$ cat src/rtl/gpio_ctl_pkg.sv
package gpio_ctl_pkg;

    // Edge-sense code held in bits 2:1 of a sense register
    typedef enum logic [1:0] {
        EDGE_OFF  = 2'b00,
        EDGE_FALL = 2'b01,
        EDGE_RISE = 2'b10,
        EDGE_BOTH = 2'b11
    } edge_mode_e;

    // Drive register layout
    localparam int DRV_W      = 6;
    localparam int DRV_VAL    = 0;
    localparam int DRV_PULL_LO = 1;
    localparam int DRV_PULLEN = 3;
    localparam int DRV_PP     = 4;
    localparam int DRV_DIR    = 5;

endpackage

$ cat src/rtl/gpio_pin_edge.sv
module gpio_pin_edge
    import gpio_ctl_pkg::*;
(
    input  logic       clk,
    input  logic       rst_n,
    input  logic       pad_i,
    input  edge_mode_e mode_i,
    output logic       level_o,
    output logic       hit_o
);

    logic meta_q;
    logic sync_q;
    logic prev_q;

    always_ff @(posedge clk or negedge rst_n) begin
        if (!rst_n) begin
            meta_q <= 1'b0;
            sync_q <= 1'b0;
            prev_q <= 1'b0;
        end else begin
            meta_q <= pad_i;
            sync_q <= meta_q;
            prev_q <= sync_q;
        end
    end

    always_comb begin
        unique case (mode_i)
            EDGE_OFF:  hit_o = 1'b0;
            EDGE_FALL: hit_o = prev_q & ~sync_q;
            EDGE_RISE: hit_o = ~prev_q & sync_q;
            EDGE_BOTH: hit_o = prev_q ^ sync_q;
        endcase
    end

    assign level_o = sync_q;

    // level comes out of the second synchronizer stage
    a_r3_two_stage: assert property (@(posedge clk) disable iff (!rst_n)
        sync_q == $past(meta_q));

    // a rising-only hit always leaves the level high
    a_r4_rise_level: assert property (@(posedge clk) disable iff (!rst_n)
        (hit_o && mode_i == EDGE_RISE) |-> sync_q);

    // a falling-only hit always leaves the level low
    a_r4_fall_level: assert property (@(posedge clk) disable iff (!rst_n)
        (hit_o && mode_i == EDGE_FALL) |-> !sync_q);

endmodule

$ cat src/rtl/gpio_irq_group.sv
module gpio_irq_group #(
    parameter int W = 7
) (
    input  logic         clk,
    input  logic         rst_n,
    input  logic [W-1:0] set_i,
    input  logic [W-1:0] clr_i,
    input  logic         mask_we_i,
    input  logic [W-1:0] mask_d_i,
    output logic [W-1:0] stat_o,
    output logic [W-1:0] mask_o,
    output logic         pend_o
);

    always_ff @(posedge clk or negedge rst_n) begin
        if (!rst_n) begin
            stat_o <= '0;
            mask_o <= '1;
        end else begin
            stat_o <= (stat_o & ~clr_i) | set_i;
            if (mask_we_i) begin
                mask_o <= mask_d_i;
            end
        end
    end

    assign pend_o = |(stat_o & ~mask_o);

    // a detected edge is always recorded, even against a clear
    a_r6_set_wins: assert property (@(posedge clk) disable iff (!rst_n)
        (set_i != '0) |=> ((stat_o & $past(set_i)) == $past(set_i)));

    // a clear with no competing edge removes the bits
    a_r5_w1c: assert property (@(posedge clk) disable iff (!rst_n)
        (clr_i != '0 && set_i == '0) |=> ((stat_o & $past(clr_i)) == '0));

    // masks come out of reset fully set
    a_r1_mask_reset: assert property (@(posedge clk) disable iff (!rst_n)
        $rose(rst_n) |-> (mask_o == '1));

endmodule

$ cat src/rtl/gpio_ctl_top.sv
module gpio_ctl_top
    import gpio_ctl_pkg::*;
#(
    parameter int            NPIN      = 13,
    parameter int            GRP0_PINS = 7,
    parameter int            AW        = 16,
    parameter int            DW        = 8,
    parameter logic [AW-1:0] DRV_BASE  = 16'h4E44,
    parameter logic [AW-1:0] SNS_BASE  = 16'h4E51,
    parameter logic [AW-1:0] STAT_BASE = 16'h4E0B,
    parameter logic [AW-1:0] MASK_BASE = 16'h4E19
) (
    input  logic              clk,
    input  logic              rst_n,
    input  logic [AW-1:0]     reg_addr,
    input  logic              reg_wr,
    input  logic [DW-1:0]     reg_wdata,
    output logic [DW-1:0]     reg_rdata,
    input  logic [NPIN-1:0]   pin_in,
    output logic [NPIN-1:0]   pin_out,
    output logic [NPIN-1:0]   pin_oe,
    output logic [NPIN-1:0]   pull_en,
    output logic [2*NPIN-1:0] pull_sel,
    output logic              irq
);

    localparam int GRP1_PINS = NPIN - GRP0_PINS;

    logic [DRV_W-1:0] drv_q [NPIN];
    edge_mode_e       mode_q [NPIN];
    logic [NPIN-1:0]  level;
    logic [NPIN-1:0]  hit;
    logic [NPIN-1:0]  pp_vec;

    logic [GRP0_PINS-1:0] stat0, mask0;
    logic [GRP1_PINS-1:0] stat1, mask1;
    logic                 pend0, pend1;

    logic unused_wdata;
    assign unused_wdata = ^reg_wdata[DW-1:DRV_W];

    // Per-pad configuration registers
    always_ff @(posedge clk or negedge rst_n) begin
        if (!rst_n) begin
            for (int i = 0; i < NPIN; i++) begin
                drv_q[i]  <= '0;
                mode_q[i] <= EDGE_OFF;
            end
        end else if (reg_wr) begin
            for (int i = 0; i < NPIN; i++) begin
                if (reg_addr == DRV_BASE + AW'(i)) begin
                    drv_q[i] <= reg_wdata[DRV_W-1:0];
                end
                if (reg_addr == SNS_BASE + AW'(i)) begin
                    mode_q[i] <= edge_mode_e'(reg_wdata[2:1]);
                end
            end
        end
    end

    // Per-pad pad drive and edge sensing
    generate
        for (genvar p = 0; p < NPIN; p++) begin : g_pad
            assign pp_vec[p]          = drv_q[p][DRV_PP];
            assign pin_out[p]         = drv_q[p][DRV_VAL];
            assign pull_en[p]         = drv_q[p][DRV_PULLEN];
            assign pull_sel[2*p +: 2] = drv_q[p][DRV_PULL_LO +: 2];
            assign pin_oe[p]          = drv_q[p][DRV_DIR] &
                                        (drv_q[p][DRV_PP] | ~drv_q[p][DRV_VAL]);

            gpio_pin_edge u_edge (
                .clk     (clk),
                .rst_n   (rst_n),
                .pad_i   (pin_in[p]),
                .mode_i  (mode_q[p]),
                .level_o (level[p]),
                .hit_o   (hit[p])
            );
        end
    endgenerate

    // Status and mask groups
    logic stat0_sel, stat1_sel, mask0_sel, mask1_sel;
    assign stat0_sel = reg_wr && (reg_addr == STAT_BASE);
    assign stat1_sel = reg_wr && (reg_addr == STAT_BASE + AW'(1));
    assign mask0_sel = reg_wr && (reg_addr == MASK_BASE);
    assign mask1_sel = reg_wr && (reg_addr == MASK_BASE + AW'(1));

    gpio_irq_group #(.W(GRP0_PINS)) u_grp0 (
        .clk       (clk),
        .rst_n     (rst_n),
        .set_i     (hit[GRP0_PINS-1:0]),
        .clr_i     (stat0_sel ? reg_wdata[GRP0_PINS-1:0] : '0),
        .mask_we_i (mask0_sel),
        .mask_d_i  (reg_wdata[GRP0_PINS-1:0]),
        .stat_o    (stat0),
        .mask_o    (mask0),
        .pend_o    (pend0)
    );

    gpio_irq_group #(.W(GRP1_PINS)) u_grp1 (
        .clk       (clk),
        .rst_n     (rst_n),
        .set_i     (hit[NPIN-1:GRP0_PINS]),
        .clr_i     (stat1_sel ? reg_wdata[GRP1_PINS-1:0] : '0),
        .mask_we_i (mask1_sel),
        .mask_d_i  (reg_wdata[GRP1_PINS-1:0]),
        .stat_o    (stat1),
        .mask_o    (mask1),
        .pend_o    (pend1)
    );

    assign irq = pend0 | pend1;

    // Read mux
    always_comb begin
        reg_rdata = '0;
        for (int i = 0; i < NPIN; i++) begin
            if (reg_addr == DRV_BASE + AW'(i)) begin
                reg_rdata = DW'(drv_q[i]);
            end
            if (reg_addr == SNS_BASE + AW'(i)) begin
                reg_rdata = DW'({mode_q[i], level[i]});
            end
        end
        if (reg_addr == STAT_BASE)          reg_rdata = DW'(stat0);
        if (reg_addr == STAT_BASE + AW'(1)) reg_rdata = DW'(stat1);
        if (reg_addr == MASK_BASE)          reg_rdata = DW'(mask0);
        if (reg_addr == MASK_BASE + AW'(1)) reg_rdata = DW'(mask1);
    end

    // an open-drain pad never actively drives a one
    a_r8_od_release: assert property (@(posedge clk) disable iff (!rst_n)
        (pin_oe & pin_out & ~pp_vec) == '0);

    // the interrupt needs some latched status behind it
    a_r7_irq_source: assert property (@(posedge clk) disable iff (!rst_n)
        irq |-> ((|stat0) || (|stat1)));

    // no pad drives right after reset
    a_r1_oe_reset: assert property (@(posedge clk) disable iff (!rst_n)
        $rose(rst_n) |-> (pin_oe == '0));

endmodule

$ cat config.mk
export PLATFORM = sky130hd
export DESIGN_NAME = gpio_ctl_top
export DESIGN_NICKNAME = d
export VERILOG_FILES = /design/src/rtl/gpio_ctl_pkg.sv /design/src/rtl/gpio_pin_edge.sv /design/src/rtl/gpio_irq_group.sv /design/src/rtl/gpio_ctl_top.sv
export SDC_FILE = /design/constraint.sdc
export NUM_CORES = 1
export LEC_CHECK = 0
export BUFFER_PORTS_ARGS = -buffer_cell sky130_fd_sc_hd__buf_4
export CAP_MARGIN = 20
export CORE_ASPECT_RATIO = 1.75
export CORE_UTILIZATION = 40
export CTS_CLUSTER_SIZE = 10
export DETAILED_ROUTE_END_ITERATION = 6
export PLACE_DENSITY = 0.7
export SLEW_MARGIN = 20
export SYNTH_ARGS = -nofsm -noshare
export SYNTH_HDL_FRONTEND = slang
export SYNTH_HIERARCHICAL = 1
export SYNTH_SLANG_ARGS = --single-unit
export TNS_END_PERCENT = 20
$ cat constraint.sdc
create_clock -name clk -period 11 [get_ports clk]
set_clock_uncertainty 0.05 [all_clocks]
set_input_delay 2.2 -clock clk [delete_from_list [all_inputs] [get_ports clk]]
set_output_delay 2.2 -clock clk [all_outputs]
set_load 0.01 [all_outputs]
# After elaboration in Yosys (flattened, before gate mapping)

Index checks and enable logic that the tools add are counted.

Mux-type cells: 45
Reduce and logical (&&, ||, !) cells: 45
Eq/ne operators: 69
Bitwise operators: 115

Operators with widths:

| cell                                                              | count |
|---|---|
| 16-bit by 15-bit == test with 1-bit output, second input constant | 30 |
| 8-bit two-way mux                                                 | 29 |
| 2-bit == test, second input constant                              | 26 |
| 1-bit case mux with 4 select lines                                | 13 |
| 2-bit AND reduction                                               | 26 |
| 1-bit AND                                                         | 39 |
| 1-bit NOT                                                         | 39 |
| 2-bit by 1-bit == test with 1-bit output, second input constant   | 13 |
| 2-bit logical NOT                                                 | 13 |
| 7-bit AND                                                         | 2 |
| 7-bit NOT                                                         | 2 |
| 1-bit bitwise OR                                                  | 14 |
| 1-bit XOR                                                         | 13 |
| 6-bit AND                                                         | 2 |
| 6-bit two-way mux                                                 | 2 |
| 6-bit NOT                                                         | 2 |
| 7-bit two-way mux                                                 | 1 |
| 7-bit bitwise OR                                                  | 1 |
| 7-bit OR reduction                                                | 1 |
| 6-bit bitwise OR                                                  | 1 |
| 6-bit OR reduction                                                | 1 |
| 1-bit logical AND                                                 | 4 |

Flip-flop bits (word level): 169
Input bits: 40
Word-level logic and storage cells: 343

# Depth between registers and ports, before layout

Gate-level depths: netlist of the first run.

Depth after elaboration: 31
Depth in mapped cells: 11
Mapped depth without buffers: 8

# Modules after synthesis

The synthesis of the first run kept the hierarchy.

By module, submodules not included:

| module                   | seq. area each (µm²) | cells each | times used | area each (µm²) |
|---|---|---|---|---|
| gpio_ctl_top             | 2602.5               | 662        | 1          | 6520.0 |
| gpio_pin_edge            | 75.1                 | 12         | 13         | 133.9 |
| gpio_irq_group at u_grp0 | 359.1                | 41         | 1          | 555.5 |
| gpio_irq_group at u_grp1 | 307.8                | 35         | 1          | 473.0 |

# Worst setup path after synthesis of the first run

Ideal clock, no wire load.

Path kind: input to output
Start: in reg_addr[8]
End: out reg_rdata[3]
Arrival time: 4.451 ns
Cell stages on the path: 9
Required time: 8.750 ns
Path slack: 4.299 ns
Path through: or4b_1 -> buf_2 -> or4_4 -> or4_4 -> nand2_2 -> nor2_1 -> nand4_1 -> a211oi_1 -> o21ai_1

Cells in the longest elaborated chain, start to end: 31

Ends and longest elaborated chain:

| element                                    | RTL line            | source |
|---|---|---|
| from (decl)                                | gpio_ctl_top.sv:15  | `input logic [AW-1:0] reg_addr,` |
| 16-bit by 15-bit == test with 1-bit output | gpio_ctl_top.sv:119 | `if (reg_addr == DRV_BASE + AW'(i)) begin` |
| 6-bit two-way mux                          | gpio_ctl_top.sv:119 |  |
| 8-bit two-way mux                          | gpio_ctl_top.sv:122 | `if (reg_addr == SNS_BASE + AW'(i)) begin` |
| 8-bit two-way mux                          | gpio_ctl_top.sv:119 |  |
| 8-bit two-way mux                          | gpio_ctl_top.sv:122 |  |
| 8-bit two-way mux                          | gpio_ctl_top.sv:119 |  |
| 8-bit two-way mux                          | gpio_ctl_top.sv:122 |  |
| 8-bit two-way mux                          | gpio_ctl_top.sv:119 |  |
| (+15 left out)                             | --                  |  |
| 8-bit two-way mux                          | gpio_ctl_top.sv:119 |  |
| 8-bit two-way mux                          | gpio_ctl_top.sv:122 |  |
| 8-bit two-way mux                          | gpio_ctl_top.sv:119 |  |
| 8-bit two-way mux                          | gpio_ctl_top.sv:122 |  |
| 8-bit two-way mux                          | gpio_ctl_top.sv:126 | `if (reg_addr == STAT_BASE) reg_rdata = DW'(stat0);` |
| 8-bit two-way mux                          | gpio_ctl_top.sv:127 | `if (reg_addr == STAT_BASE + AW'(1)) reg_rdata = DW'(stat1);` |
| 8-bit two-way mux                          | gpio_ctl_top.sv:128 | `if (reg_addr == MASK_BASE) reg_rdata = DW'(mask0);` |
| 8-bit two-way mux *                        | gpio_ctl_top.sv:129 | `if (reg_addr == MASK_BASE + AW'(1)) reg_rdata = DW'(mask1);` |
| to (decl)                                  | gpio_ctl_top.sv:18  | `output logic [DW-1:0] reg_rdata,` |

Mark *: on every way between the ends. The rest lies on a longest branch, timed or not.

# Final worst setup path of the first run

Start: in reg_addr[8]
End: out reg_rdata[2]

The elaborated chain is that of the path after synthesis.

==> impl_results.md, run 1 <==
* Status: complete, no violations
* Post-DP HPWL at roughly 21000 um
* WP data arrival at a little under 6 ns
* CTS Root Cell: clkbuf_16
* GP Congestion at 0.965
* DP Worst Slack at about 3.0 ns
* Cell row count at between 70 and 80
* Worst min path class: flop to flop
* Cell count of the worst hold path at 0
* Setup-failing EPs final at 0
* Initial antenna violation count at 0
* Yosys warns at 6
* Achievable Freq at roughly 120 MHz
* Slew Limit Headroom at 0.299
* Grt ovf at 0
* VDD IR max at 0.000106 V
* CTS Buf Count at 17
* Vias per cell at 5.77
* Worst R2R Path Depth at 6
* CP endpoint kind: output pin
* CTS resizes at 0
* Hold Buf Count CTS at 0
* Overall Global Routing Usage at 0.253
* Fraction of layout cells with a size suffix above 1 at 0.310
* Die Ht at 204 um
* Clk slew on worst S/H paths at roughly 0.060 ns
* Max clock buf depth at 2
* Fillers at ~2100
* Final Cycle Share at 0.742
* Routed Antenna Nets at 0
* Minimum clock period at 8.16 ns
* FFs w/ async S/R, synth at 1.00
* Setup crit start kind: input pin
* Post-synthesis cell count at around 890
* Synth-to-layout area growth at 13.2%
* Worst skew pair latency at approximately 0.45 ns
* H-Tree Depth at 4
* Seq/Total Area, Yosys at 0.457
* Routed via count at 7188
* Antenna diodes at 0
* RSZ-0062 raised after global routing: false
* Largest net degree at the start of global routing at 100
* Slew @ Worst Pin at 1.04 ns
* First-pass detailed-route iteration total at 6
* Synth cell types at 67
* Worst EP required at about 8.8 ns
* Die X at roughly 120 um
* PD cells at 120 nW/um^2
* Num ports at about 110
* WL/cell at roughly 23 um
* Max FO, Critical Path at 17
* CTS tree: yes
* Final Hold Viols at 0
* Fin. max-slew vios at 0
* CTS Sinks at between 150 and 200
* Worst Slack Setup Final at roughly 2.8 ns
* Postcts setup bufs at 0
* Multi-input gate area at about 4200 um^2
* Synth Area per Inst at 10.4 um^2
* Total die area at 23900 um^2
* Initial core utilization at 0.408
* Detailed Route WL at about 28000 um
* Area of the mapped netlist at 9290 um^2
* # DRC at 0
* Flops & latches, synth at ~170
* Number of flops mapped to enable cells by yosys at 0
* Vias in the first global route at ~7000
* First-pass GRT wire length at between 40000 and 50000 um
* Ys flop type: dfrtp_1
* Post-layout net count at 999
* Sequential Area at approximately 4200 um^2
* DRT iter0 DRCs at ~630
* Buffers added on ports at 111
* WS Path Type: input pin to output pin
* Leak at between 4 and 5 nW
* Synthesized Nets at 960
* Core area at 22700 um^2
* Max_cap viols at 0
* Final setup TNS at 0 ns
per-stage QoR:
step	cell area [um^2]	std cells	hold WS (ns)	total power, mW	util
floorplan	9290	894	0.281	0.678	-
global placement	9980	1214	0.282	0.721	0.439
detailed placement	9980	1214	0.285	0.722	0.439
CTS	10500	1246	0.298	1.28	0.462
global route	10500	1246	0.304	1.31	0.462
finish	10500	1246	0.296	1.26	0.462
cells in the mapped netlist, types with 5 or more instances:
master / n / share of area
nor3_1: 28 / 0.015
and2_1: 5 / 0.0034
ha_1: 26 / 0.035
a22oi_1: 11 / 0.0089
buf_2: 5 / 0.0027
o22ai_1: 10 / 0.0067
clkbuf_1: 34 / 0.014
a21boi_0: 10 / 0.0081
nand3_1: 15 / 0.0081
nand2_1: 59 / 0.024
o2111ai_1: 5 / 0.0047
o21ai_1: 30 / 0.016
a221oi_1: 12 / 0.011
nor2b_1: 35 / 0.024
nor4_1: 15 / 0.010
mux2_2: 117 / 0.14
and3_1: 14 / 0.0094
inv_1: 64 / 0.026
mux2i_1: 5 / 0.0054
or3_1: 6 / 0.0040
buf_4: 53 / 0.043
nor2_1: 34 / 0.014
dfstp_2: 13 / 0.037
a31oi_1: 7 / 0.0047
o21bai_1: 12 / 0.0097
a21oi_1: 13 / 0.0070
nand4_1: 15 / 0.010
o21ai_0: 10 / 0.0054
dfrtp_1: 156 / 0.42
metal layers:
| metal | part of all wire | vias to the layer above | global-route usage | wire, um |
|---|---|---|---|---|
| li1 | - | 3240 | - | - |
| met1 | 0.36 | 3583 | 0.278 | 10400 |
| met2 | 0.52 | 270 | 0.425 | 14700 |
| met3 | 0.042 | 95 | 0.0434 | 1190 |
| met4 | 0.076 | 0 | 0.192 | 2160 |
| met5 | 0 | - | 0 | 0 |
worst paths after layout:
path                                                   start                                 to  slack [ns]
min                         g_pad[6].u_edge/meta_q$_DFF_PN0_  g_pad[6].u_edge/level_o$_DFF_PN0_        0.30
min reg2reg                 g_pad[6].u_edge/meta_q$_DFF_PN0_  g_pad[6].u_edge/level_o$_DFF_PN0_        0.30
max                                              reg_addr[8]                       reg_rdata[2]        2.84
min in group asynchronous                              rst_n   g_pad[1].u_edge/meta_q$_DFF_PN0_        1.76
max reg2reg                g_pad[9].u_edge/level_o$_DFF_PN0_         u_grp1/stat_o[2]$_DFF_PN0_        9.50
max in group asynchronous                              rst_n              drv_q[10]$_DFFE_PN0P_        7.61
cell type report:
| class | count | share of cell area |
|---|---|---|
| flip-flops and latches | 169 | 0.404 |
| clock inverters | 7 | 0.00404 |
| repair buffers | 116 | 0.0832 |
| multi-input cells | 565 | 0.404 |
| clock buffers | 25 | 0.0471 |
| inverters | 64 | 0.0228 |
| well taps | 300 | 0.0357 |
cell usage in the layout (no fill, tap or decap), drive strengths merged, types with 10 or more instances in the layout:
| master | n |
|---|---|
| a221oi | 12 |
| dfrtp | 156 |
| nor2 | 34 |
| dfstp | 13 |
| mux2 | 117 |
| nand4 | 16 |
| nand3 | 15 |
| a21boi | 10 |
| nor2b | 35 |
| o21bai | 12 |
| o21ai | 40 |
| buf | 116 |
| ha | 26 |
| clkbuf | 25 |
| nand2 | 60 |
| nor3 | 30 |
| inv | 64 |
| nor4 | 18 |
| and3 | 14 |
| a22oi | 11 |
| o22ai | 10 |
| a21oi | 13 |
cell families after synthesis:
logic type / share of synthesized area
other: 0.000404
AOI/OAI and AO/OA: 0.119
muxes: 0.150
DFF: 0.457
adders and majority gates: 0.0350
and+or+nand+nor: 0.153
buffers and inverters: 0.0867
state kept, by name, summed over array words and instances, names as in the netlist, 7 cells and up:
register / cells
drv_q: 26
mode_q: 26
pull_sel: 26
g_pad.u_edge/level_o: 13
g_pad.u_edge/meta_q: 13
g_pad.u_edge/prev_q: 13
pin_out: 13
pull_en: 13
u_grp0/mask_o: 7
u_grp0/stat_o: 7
where the power goes:
part	total (mW)	switching (mW)	internal (mW)
Combinational	0.0753	0.0536	0.0218
Clock	0.553	0.243	0.310
Sequential	0.636	0.00685	0.629
Total	1.26	0.303	0.962
worst max-delay path, cell delays in order:
cell      delay, ns
buf_4          0.11
or4b_1         0.90
or4_1          0.82
nor2_1         0.50
nor2_1         0.10
o221ai_1       0.13
a41oi_1        0.12
o31ai_1        0.60
a32oi_1        0.21
buf_4          0.19
Note: power is estimated with default switching activity, not from simulation.
==> run 2, diff against run 1 <==
clock period = 8.5 ns   (was 11 ns; I/O delays follow)
==> run 2 against run 1 <==
Count of clock-buffer cells in the layout fell by 2. Non-clock buffer count increased by 3. Power up 33%. Clock power grew 39%. Highest routed layer unchanged. Setup slack worse by 1.3 ns. Sequential power up 29%. Hold slack lost 0.0056 ns. Wire length up 2.0%. Sequential cell count did not move. Final cell count up 0.16%.
==> impl_results.md, run 2 (synthesized netlist as in run 1, its figures left out) <==
* Status: complete, no violations
* Reg power frac at 0.488
* Grt ovf at 0
* Worst Slack Setup Final at about 1.5 ns
* Sw frac at 0.239
* Initial antenna violation count at 0
* Sw Pwr at around 0.40 mW
* WL/cell at 23.3 um
* Largest net degree at the start of global routing at 101
* CTS tree: yes
* Cell count of the worst hold path at 0
* Minimum clock period at between 6 and 7 ns
* Hold Buf Count CTS at 0
* Clk slew on worst S/H paths at approximately 0.06 ns
* Fraction of layout cells with a size suffix above 1 at 0.314
* Overall Global Routing Usage at 0.258
* WHS at 0.291 ns
* First-pass GRT wire length at between 40000 and 50000 um
* # DRC at 0
* Setup-failing EPs final at 0
* Clock power frac at 0.454
* Achievable Freq at ~140 MHz
* Combinational power share at 0.058
* Detailed Route WL at slightly below 30000 um
* Slew @ Worst Pin at a little over 0.9 ns
* Slowest cell on the critical path: or4b_1
* Commonest cells after routing, fill and taps aside: dfrtp_1 (156), buf_4 (118), mux2_2 (117)
* Fillers at about 2100
* Total die area at 23900 um^2
* CP Buf/Inv Count at 2
* DP Worst Slack at 1.60 ns
* CTS resizes at 0
* Post-DP HPWL at 21400 um
* Buffers added on ports at 111
* Die X at 117 um
* Max_cap viols at 0
* Worst R2R Path Depth at 6
* PD cells at approximately 160 nW/um^2
* WP data arrival at around 5.2 ns
* Core area at roughly 23000 um^2
* Slew Limit Headroom at 0.385
* CTS Root Cell: clkbuf_16
* Post-route cell area at approximately 11000 um^2
* Final Cycle Share at 0.819
* CP max stage delay at 0.88 ns
* DRT iter0 DRCs at 560
* GP Congestion at about 0.96
* CTS Sinks at approximately 170
* Postcts setup bufs at 0
* WS Path Type: input pin to output pin
* Fin. max-slew vios at 0
* Placed cell area at about 10000 um^2
* Vias per cell at 5.81
* Vias in the first global route at around 7400
* Worst min path class: flop to flop
* Synth-to-layout area growth at 14.0%
* Crit. path cell count at 10
* Setup crit start kind: input pin
* VDD IR max at 0.000110 V
* RSZ-0062 raised after global routing: false
* Final Hold Viols at 0
* Largest delay share family, worst path: simple AND/OR/NAND/NOR gates
* Worst skew pair latency at between 0.4 and 0.5 ns
* Max clock buf depth at 2
* Post-layout net count at approximately 1000
* Critical Path, Cell by Cell: buf_4 -> or4b_1 -> or4_1 -> nor2_1 -> nor2_1 -> o221ai_1 -> a41oi_1 -> o31ai_1 -> a32oi_1 -> buf_4
* Routed Antenna Nets at 0
* Antenna diodes at 0
* Final setup TNS at 0 ns
* H-Tree Depth at 4
* Max FO, Critical Path at 17
* Worst EP required at between 6 and 7 ns
* Int Pwr at between 1 and 1.5 mW
* CP endpoint kind: output pin
* Routed via count at about 7300
* Die Ht at 204 um
* Leak at 4.94 nW
* Most common cell after layout, fill and taps aside: dfrtp_1
* Cell row count at 73
* Initial core utilization at 0.408
* Num ports at 114
* CTS Buf Count at 17
* First-pass detailed-route iteration total at 5
==> run 2: changes by cell type in the layout (fill, tap and decap cells not counted), sizes merged <==
| cell | change |
|---|---|
| buf | +3 |
| clkbuf | -2 |
| bufinv | +1 |
| clkinv | -1 |
| inv | +1 |
==> run 2: power by group through the flow <==
stage / Combinational (mW) / Clock (mW) / Sequential [mW]
after floorplan: 0.0432 / 0 / 0.834
after global placement: 0.0958 / 0 / 0.837
after detailed placement: 0.0975 / 0 / 0.838
after CTS: 0.0980 / 0.781 / 0.823
after global routing: 0.108 / 0.809 / 0.824
final: 0.0984 / 0.766 / 0.823
==> run 2: area by class of cell <==
cell class	instances	area, um^2	share of cell area
sequential	169	4250	0.401
multi-input combinational	565	4240	0.401
clock inverter	8	87.6	0.00827
tap	300	375	0.0355
inverter	64	240	0.0227
clock buffer	23	498	0.0470
timing repair buffer	119	897	0.0847
==> run 2: final timing paths <==
check	to	startpoint	slack, ns
max	reg_rdata[2]	reg_addr[8]	1.54
min	g_pad[6].u_edge/level_o$_DFF_PN0_	g_pad[6].u_edge/meta_q$_DFF_PN0_	0.29
max reg2reg	u_grp1/stat_o[2]$_DFF_PN0_	g_pad[9].u_edge/level_o$_DFF_PN0_	7.02
min reg2reg	g_pad[6].u_edge/level_o$_DFF_PN0_	g_pad[6].u_edge/meta_q$_DFF_PN0_	0.29
max in group asynchronous	drv_q[4]$_DFFE_PN0P_	rst_n	5.64
min in group asynchronous	g_pad[6].u_edge/prev_q$_DFF_PN0_	rst_n	1.29
==> run 2: per-stage QoR <==
stage / cells / total power [mW] / utilization
floorplan: 894 / 0.877 / -
global placement: 1217 / 0.933 / 0.440
detailed placement: 1217 / 0.935 / 0.440
CTS: 1248 / 1.70 / 0.466
global route: 1248 / 1.74 / 0.466
finish: 1248 / 1.69 / 0.466
==> run 2: worst reg2reg max path, cell delays in order, from the launching register on <==
cell	delay (ns)
dfrtp_1	0.44
inv_1	0.07
ha_1	0.28
nor2b_1	0.11
o21ai_1	0.07
o21ai_1	0.22
o21bai_1	0.17
==> run 2: layer usage <==
metal  vias up  wire length [um]  global-route usage
met4         0              2530               0.215
met5         -                 0                   0
met1      3600             10300               0.281
met2       303             14800               0.429
li1       3253                 -                   -
met3        98              1390              0.0431
==> run 3, diff against run 2 <==
ABC_AREA = 1   (was unset)
PLACE_DENSITY = 0.72   (was 0.7)
clock period = 6.4 ns   (was 8.5 ns; I/O delays follow)
==> run 3 against run 2 <==
The flow now finishes with violations (DRC). Hold slack better by 0.0078 ns. Combinational power up 4%. Sequential cell count unchanged. Critical path depth up 6. First-iteration DRC count down 10%. Clock power up 40%. Wire length down 10%. Register-to-register slack worse by 2.1 ns. Global-route usage down 2.3 points. Synthesized cell count up 27%. Via count up 7.0%. Largest cell class unchanged. Largest power group unchanged.
==> impl_results.md, run 3 <==
* Status: finished with violations
* Failing checks: DRC
* Area leader, netlist: dfrtp_1
* Final Hold Viols at 0
* CP Buf/Inv Count at 4
* CTS Buf Count at 17
* WHS at 0.299 ns
* Post-DP HPWL at 19300 um
* Synth-to-layout area growth at 14.5%
* # DRC at 3
* WP data arrival at approximately 4.3 ns
* Buffers added on ports at about 110
* FFs w/ async S/R, synth at 1.00
* Critical Path, Cell by Cell: buf_4 -> nand2_1 -> nor2_4 -> nand2_2 -> inv_2 -> nand2_1 -> inv_1 -> a22oi_1 -> nand4_1 -> a221oi_1 -> nand3_1 -> a221oi_1 -> nand3_1 -> a211oi_1 -> o31ai_1 -> buf_4
* Initial antenna violation count at 0
* Synth cell types at 43
* Max clock buf depth at 2
* Flops & latches, synth at about 170
* GP Congestion at 0.931
* Core area at between 20000 and 25000 um^2
* RSZ-0062 raised after global routing: false
* Seq/Total Area, Yosys at 0.472
* Fraction of layout cells with a size suffix above 1 at 0.166
* CTS resizes at 0
* Max_cap viols at 0
* Final setup TNS at 0 ns
* Overall Global Routing Usage at 0.235
* H-Tree Depth at 4
* CP max stage delay at between 0.3 and 0.4 ns
* Grt ovf at 0
* Clk slew on worst S/H paths at roughly 0.070 ns
* Hold Buf Count CTS at 0
* Reg2Reg Setup Slack at between 4 and 5 ns
* Minimum clock period at around 5.6 ns
* Routed via count at about 7800
* Post-synthesis cell count at ~1100
* Slew @ Worst Pin at around 1.0 ns
* Worst skew pair latency at 0.43 ns
* Postcts setup bufs at 0
* Worst Hold Launch: g_pad[2].u_edge/meta_q$_DFF_PN0_
* Die X at between 100 and 150 um
* CP endpoint kind: output pin
* Ys flop type: dfrtp_1
* Setup crit start kind: input pin
* Slew Limit Headroom at 0.299
* Antenna diodes at 0
* Commonest cells after routing, fill and taps aside: nand2_1 (273), inv_1 (165), dfrtp_1 (156)
* Worst EP required at around 5.1 ns
* First-pass GRT wire length at 40700 um
* Critical path startpoint: reg_addr[11]
* Cell row count at 72
* Setup-failing EPs final at 0
* Routed Antenna Nets at 0
* Achievable Freq at ~180 MHz
* WL/cell at roughly 17 um
* Number of flops mapped to enable cells by yosys at 0
* Most common cell after layout, fill and taps aside: nand2_1
* Fin. max-slew vios at 0
* Most frequent cells after synthesis: nand2_1 (273), inv_1 (167), dfrtp_1 (156)
* Largest delay share family, worst path: simple AND/OR/NAND/NOR gates
* Worst min path class: flop to flop
* Synthesized Nets at between 1000 and 1500
* Detailed Route WL at roughly 26000 um
* Post-layout net count at 1248
* Synth area leaders: dfrtp_1 (43%), nand2_1 (11%), inv_1 (7.0%)
* PD cells at roughly 220 nW/um^2
* CTS tree: yes
* First-pass detailed-route iteration total at 7
* Vias in the first global route at roughly 7600
* Synth Area per Inst at roughly 8 um^2
* Yosys warns at 6
* Final Cycle Share at 0.877
* Num ports at approximately 110
* Vias per cell at approximately 5.2
* Post-route cell area at 10300 um^2
* Fillers at ~2200
* Area of the mapped netlist at between 8000 and 9000 um^2
* Die Ht at ~200 um
* Share of the synthesized area in the top cell type at 0.434
* Leak at roughly 5.0 nW
* CTS Sinks at ~170
* Slowest cell on the critical path: a221oi_1
* Total die area at 23100 um^2
* Placed cell area at 9700 um^2
* Worst flop-to-flop path startpoint: g_pad[9].u_edge/level_o$_DFF_PN0_
* VDD IR max at roughly 0.00014 V
* DRT iter0 DRCs at around 500
* Largest net degree at the start of global routing at 65
* CTS Root Cell: clkbuf_16
* WS Path Type: input pin to output pin
* Initial core utilization at 0.408
* Count leader, synth: nand2_1
* Max FO, Critical Path at 19
run 3: cell count changes after synthesis, moves of 10 or more:
cell	change
nor2b_1	-35
a21oi_1	+30
nand3_1	+58
and3_1	-14
mux2_2	-117
nand2_1	+214
nor2_1	+32
a22oi_1	-10
o21ai_1	-27
nor3_1	-17
o21ai_0	+103
inv_1	+103
run 3: worst paths after layout:
kind                                                           to  cells past startpoint
max in group asynchronous                   drv_q[40]$_DFFE_PN0P_                      2
worst max-delay path                                 reg_rdata[3]                     16
worst min-delay path            g_pad[2].u_edge/level_o$_DFF_PN0_                      0
min in group asynchronous       g_pad[2].u_edge/level_o$_DFF_PN0_                      1
worst max register to register         u_grp1/stat_o[2]$_DFF_PN0_                      6
worst min register to register  g_pad[2].u_edge/level_o$_DFF_PN0_                      0
run 3: where the power goes:
part           switching (mW)  internal (mW)
clock                   0.454          0.612
sequential             0.0110           1.08
combinational          0.0739         0.0276
run 3: worst register-to-register path, stage by stage, from the launching register on:
cell and delay, ns:
dfrtp_1 0.51, inv_1 0.08, ha_1 0.29, inv_1 0.04, nand3_1 0.07, nand3_1 0.13, o21bai_1 0.18
run 3: layer usage:
layer  share of wire  vias up  GRT usage
met1            0.38     3731      0.271
met2            0.53      288      0.408
met5               0        -          0
met3           0.042       70     0.0257
met4           0.053        0      0.146
li1                -     3674          -
run 3: metrics by stage:
stage / setup slack [ns] / cells / total power, mW / util
3_3_place_gp: 0.827 / 1459 / 1.21 / 0.439
5_1_grt: 0.460 / 1491 / 2.33 / 0.467
2_1_floorplan: 1.87 / 1132 / 1.15 / -
6_report: 0.785 / 1491 / 2.26 / 0.467
3_5_place_dp: 0.786 / 1459 / 1.21 / 0.439
4_1_cts: 0.803 / 1491 / 2.27 / 0.467
run 3: cells by family (layout without fill, tap and decap cells):
group           Yosys count  in the layout  share of synthesized area
compound gates          206            206                      0.130
simple gates            471            471                      0.229
flops                   169            169                      0.472
fa+ha+maj                26             26                     0.0362
buf+inv                 259            322                      0.133
other cells               1              1                   0.000417
run 3: cell type report:
type	instances	area, um^2	area share
well taps	296	370	0.0359
repair buffers	113	852	0.0827
flip-flops and latches	169	4250	0.412
multi-input cells	704	3560	0.345
clock buffers	20	467	0.0453
clock inverters	12	141	0.0137
inverters	177	672	0.0652
